`config.mk`:
```
export PLATFORM = sky130hd
export DESIGN_NAME = pulse_gen
export DESIGN_NICKNAME = d
export VERILOG_FILES = /design/src/rtl/pulse_gen_pkg.sv /design/src/rtl/pg_sync.sv /design/src/rtl/pg_ctrl.sv /design/src/rtl/pg_datapath.sv /design/src/rtl/pulse_gen.sv
export SDC_FILE = /design/constraint.sdc
export NUM_CORES = 1
export LEC_CHECK = 0
export ABC_CLOCK_PERIOD_IN_PS = 1800
export BUFFER_PORTS_ARGS = -buffer_cell sky130_fd_sc_hd__clkbuf_2
export CAP_MARGIN = 30
export CORE_MARGIN = 8
export CORE_UTILIZATION = 45
export CTS_CLUSTER_DIAMETER = 80
export DETAILED_ROUTE_END_ITERATION = 8
export PLACE_DENSITY = 0.65
export SLEW_MARGIN = 20
export SYNTH_ARGS = -nofsm -noshare
export SYNTH_HDL_FRONTEND = slang
export SYNTH_SLANG_ARGS = --single-unit
```
`constraint.sdc`:
```
create_clock -name clk -period 1.8 [get_ports clk]
set_input_delay 0.09 -clock clk [delete_from_list [all_inputs] [get_ports clk]]
set_output_delay 0.09 -clock clk [all_outputs]
set_load 0.01 [all_outputs]
```
`src/rtl/pulse_gen_pkg.sv`:
```
`timescale 1ns/1ps
package pulse_gen_pkg;
  // Strobes from control to datapath; clear wins over load.
  typedef struct packed {
    logic load;
    logic clear;
  } ctl_strobe_t;
endpackage

```
`src/rtl/pg_sync.sv`:
```
`timescale 1ns/1ps
module pg_sync #(
  parameter int N      = 3,
  parameter int STAGES = 2
) (
  input  logic         clk,
  input  logic         rstN,
  input  logic [N-1:0] asyncIn,
  output logic [N-1:0] syncOut
);
  localparam int LAST = STAGES - 1;

  for (genvar b = 0; b < N; b++) begin : g_bit
    logic [LAST:0] chain;
    always_ff @(posedge clk or negedge rstN) begin
      if (!rstN) chain <= '0;
      else       chain <= {chain[LAST-1:0], asyncIn[b]};
    end
    assign syncOut[b] = chain[LAST];
  end
endmodule

```
`src/rtl/pg_ctrl.sv`:
```
`timescale 1ns/1ps
module pg_ctrl
  import pulse_gen_pkg::*;
(
  input  logic        clk,
  input  logic        rstN,
  input  logic        curFall,
  input  logic        curRise,
  input  logic        curClr,
  input  logic        busy,
  output ctl_strobe_t strobes
);
  logic prevFall, prevRise, prevClr, armed;
  logic clrSteady, fallHit, riseHit, releaseHit;

  always_ff @(posedge clk or negedge rstN) begin
    if (!rstN) begin
      prevFall <= 1'b0;
      prevRise <= 1'b0;
      prevClr  <= 1'b0;
      armed    <= 1'b0;
    end else begin
      prevFall <= curFall;
      prevRise <= curRise;
      prevClr  <= curClr;
      // Arm the release path once inputs leave the firing combination
      if (curClr)                 armed <= 1'b0;
      else if (curFall | ~curRise) armed <= 1'b1;
    end
  end

  always_comb begin
    clrSteady  = curClr & prevClr;
    fallHit    = prevFall & ~curFall & curRise & clrSteady;
    riseHit    = ~prevRise & curRise & ~curFall & clrSteady;
    releaseHit = curClr & ~prevClr & armed & ~curFall & curRise;
    strobes.clear = ~curClr;
    strobes.load  = curClr & ~busy & (fallHit | riseHit | releaseHit);
  end
endmodule

```
`src/rtl/pg_datapath.sv`:
```
`timescale 1ns/1ps
module pg_datapath
  import pulse_gen_pkg::*;
#(
  parameter int WIDTH_BITS = 8
) (
  input  logic                  clk,
  input  logic                  rstN,
  input  ctl_strobe_t           strobes,
  input  logic [WIDTH_BITS-1:0] widthIn,
  output logic                  busy,
  output logic                  qOut,
  output logic                  qOutN
);
  localparam logic [WIDTH_BITS-1:0] ONE = WIDTH_BITS'(1);

  logic [WIDTH_BITS-1:0] remain;

  always_ff @(posedge clk or negedge rstN) begin
    if (!rstN) begin
      remain <= '0;
      qOut   <= 1'b0;
      qOutN  <= 1'b1;
    end else if (strobes.clear) begin
      remain <= '0;
      qOut   <= 1'b0;
      qOutN  <= 1'b1;
    end else if (strobes.load) begin
      remain <= widthIn;
      qOut   <= |widthIn;
      qOutN  <= ~|widthIn;
    end else if (qOut) begin
      if (remain == ONE) begin
        remain <= '0;
        qOut   <= 1'b0;
        qOutN  <= 1'b1;
      end else begin
        remain <= remain - ONE;
      end
    end
  end

  assign busy = qOut;
endmodule

```
`src/rtl/pulse_gen.sv`:
```
`timescale 1ns/1ps
module pulse_gen
  import pulse_gen_pkg::*;
#(
  parameter int WIDTH_BITS = 8
) (
  input  logic                  clk,
  input  logic                  rstN,
  input  logic                  trigFallIn,
  input  logic                  trigRiseIn,
  input  logic                  clearN,
  input  logic [WIDTH_BITS-1:0] widthIn,
  output logic                  pulseOut,
  output logic                  pulseOutN
);
  logic [2:0]  syncVec;
  logic        busy;
  ctl_strobe_t strobes;

  pg_sync #(.N(3), .STAGES(2)) sync_i (
    .clk    (clk),
    .rstN   (rstN),
    .asyncIn({clearN, trigRiseIn, trigFallIn}),
    .syncOut(syncVec)
  );

  pg_ctrl ctrl_i (
    .clk    (clk),
    .rstN   (rstN),
    .curFall(syncVec[0]),
    .curRise(syncVec[1]),
    .curClr (syncVec[2]),
    .busy   (busy),
    .strobes(strobes)
  );

  pg_datapath #(.WIDTH_BITS(WIDTH_BITS)) dp_i (
    .clk    (clk),
    .rstN   (rstN),
    .strobes(strobes),
    .widthIn(widthIn),
    .busy   (busy),
    .qOut   (pulseOut),
    .qOutN  (pulseOutN)
  );
endmodule

```
==> metrics <==
Setup Buffers After CTS=0; library cell with the largest summed area after synthesis=dfrtp_1; Port-buffer cells=14; Site Rows=17; combined area of all synthesized cells=about 0.0010 mm²; Pre-antenna DRT Iters=4; number of flops mapped to enable cells by yosys=0; Clock Latency Late Sink=approximately 300 ps; area of all placed cells without fillers=about 0.0012 mm²; min Tclk post-route=roughly 1700 ps; Total Die Area=between 0.003 and 0.004 mm²; total number of clock tree sinks=20; critical path data required time=around 2000 ps; met2 Resource Use GR=16.52%; reg2reg start=dp_i.remain[1]; Max-Cap Viols=0; TritonCTS clock tree=done; dominant register cell in the synthesized netlist=dfrtp_1; global router's overall resource usage=a little over a tenth; post-detailed-route DRC marker count=0; synth unique cells=39; most used standard cell by instance count after synthesis=dfrtp_1; total placed instance area=between 0.001 and 0.0015 mm²; worst setup margin=111.6 ps; largest fanout on the critical path=4; total via count after detailed routing=about 770; top-level port count=15; kind of end point of the critical path=flop; busiest layer in global routing=met2; via count of the first global-routing pass=between 700 and 800; number of hold-slack violations in the final timing report=0; Critical Setup Path Class=reg2reg; maximum clock frequency=a little under 0.6 GHz; relative area change from synthesis to final layout=18.73%; transition time at the pin with the least slew margin=roughly 490 ps; share of final-layout standard cells stronger than drive strength 1=a little over a quarter; met3 Track Usage GR=around 4.6%; setup clock skew after layout=1.807 ps; Final HPWL DP=~1.6 mm; antenna cell count=0; top cell types by occurrence after synthesis=dfrtp_1, nand2_1; total of cells resized after clock tree synthesis=0; total negative setup slack=0 ps; number of pins with negative max-slew slack in the final report=0; total congestion overflow=0; Post-Syn Area per Cell=11.52 µm²; Vert. Die Dim=around 63 µm; FFs w/ async S/R, synth=100.0%; cell types occupying the most area after synthesis=dfrtp_1, mux2i_1, bufbuf_16, nor4_1, nand2_1; pin count of the biggest net entering global routing=21; final routed wirelength across all metal layers=about 2.1 mm; worst slew slack as a fraction of its limit=around two thirds; clock slew at the register clock pins of the worst setup and hold paths=roughly 120 ps; RSZ-0062 raised after global routing=no; Max H-tree Level=1; Core Area=approximately 0.0021 mm²; DIE WIDTH=~63 µm; synthesis-stage register bit count=20; static leakage=about 0.54 nW; CP arrival=1890 ps; status=finished, final reports clean; worst setup slack before clock tree synthesis=~130 ps; first-pass GRT wire length=roughly 3.5 mm; vias per cell=~5.5; total chip power=around 0.0011 W; total power density per cell area=between 900 and 1000 mW/mm²; number of antenna violations at the first check in global routing=0; capturing element of the worst setup path=dp_i.remain[5]; Detail Route Antenna Nets=0; number of cell instances on the worst register-to-register path=6; share of Yosys cell area claimed by the top area cell type=~47%; initial standard-cell utilization of the core=46.65%; startpoint class of the critical path=flop; drt wl/cell=15.23 µm; post-route fraction of the period consumed by the critical path=between 90 and 100%; number of nets in the layout=127; post-synth net total=slightly above 100; number of setup violations in the final report=0; RR Endpoint=dp_i.remain[5]; CTS root buffer=clkbuf_4; maximum root-to-sink buffer count=2; gate count after technology mapping=87; number of CTS-inserted buffers=3; maximum resistive drop on vdd=about 0.0007 V; fraction of the yosys area taken by sequential cells=roughly half; slack of the worst reg-to-reg path=between 100 and 150 ps; number of DRC markers after the initial detailed-route iteration=37; kind of path behind the tightest hold check=in2reg; met1 track demand over resource=between 10% and 20%; weighted congestion at the end of routability-driven global placement=between 0.9 and 1; source of the critical timing path=dp_i.remain[1]; Yosys warning total=0
-- cell usage in the layout (no fill, tap or decap), types with 2 or more instances in the layout --
| master | count |
|---|---|
| clkbuf_2 | 14 |
| a31oi_1 | 3 |
| buf_4 | 3 |
| inv_1 | 5 |
| o21ai_0 | 2 |
| nor2_1 | 5 |
| a21oi_1 | 5 |
| ha_1 | 2 |
| clkbuf_4 | 3 |
| mux2i_1 | 4 |
| dfrtp_1 | 19 |
| nand2_1 | 8 |
| dlygate4sd3_1 | 4 |
| nor4_1 | 5 |
-- area by class of cell --
class	count	area, µm²
inverters	5	18.77
repair buffers	21	132.6
well taps	28	35.03
fillers	184	958.4
multi-input cells	61	449.2
clock inverters	1	30.03
clock buffers	3	22.52
flip-flops and latches	20	501.7
-- sequential cells by signal, indices dropped and copies added, names as in the netlist --
name / cells
ctrl_i.prevFall: 1
ctrl_i.armed: 1
ctrl_i.prevRise: 1
dp_i.remain: 8
dp_i.qOutN: 1
ctrl_i.prevClr: 1
sync_i.g_bit.chain: 6
dp_i.busy: 1
-- worst min-delay path by stage --
stage	startpoint	endpoint	slack, ps	cells after the start
after floorplan	rstN	ctrl_i.armed	-210	0
after global placement	rstN	dp_i.remain[2]	70	1
after detailed placement	rstN	dp_i.remain[2]	80	1
after CTS	widthIn[5]	dp_i.remain[5]	8	2
after global routing	widthIn[5]	dp_i.remain[5]	20	2
final	widthIn[5]	dp_i.remain[5]	20	2
-- report_power, final --
group | total [W] | internal, W | switching [W]
clock network | 0.000370 | 0.000225 | 0.000145
registers | 0.000529 | 0.000484 | 0.0000449
logic | 0.000218 | 0.000109 | 0.000109
-- critical path, stage by stage (launching register included) --
cell and delay, ps:
dfrtp_1 420, inv_1 100, ha_1 190, nor3b_1 230
a21oi_1 150, and4_1 230, a211o_1 260
-- cell families after synthesis --
kind of cell,share of synthesized area [%]
simple gates,23.22
flops,50.06
compound gates,13.11
buf+inv,5.119
mux,5.119
fa+ha+maj,2.496
xor+xnor,0.8741
-- timing repair --
action | in CTS | in global routing
endpoints found under the hold margin | 22 | 0
endpoints found under the setup margin | 0 | 0
hold buffers | 4 | 0
-- per-stage QoR --
| step | utilization [%] | std cells | hold slack, ps |
|---|---|---|---|
| floorplan | - | 87 | -205.6 |
| global placement | 51.08 | 131 | 71.83 |
| detailed placement | 51.08 | 131 | 78.54 |
| CTS | 55.39 | 139 | 7.957 |
| global route | 55.39 | 139 | 17.93 |
| finish | 55.39 | 139 | 17.96 |
-- metal layers --
layer  share of wire, %  up-vias
met5                  0        -
met3                6.0        2
met4               0.38        0
met1                 49      371
met2                 45       25
li1                   -      370
(Power assumes the default switching activity.)
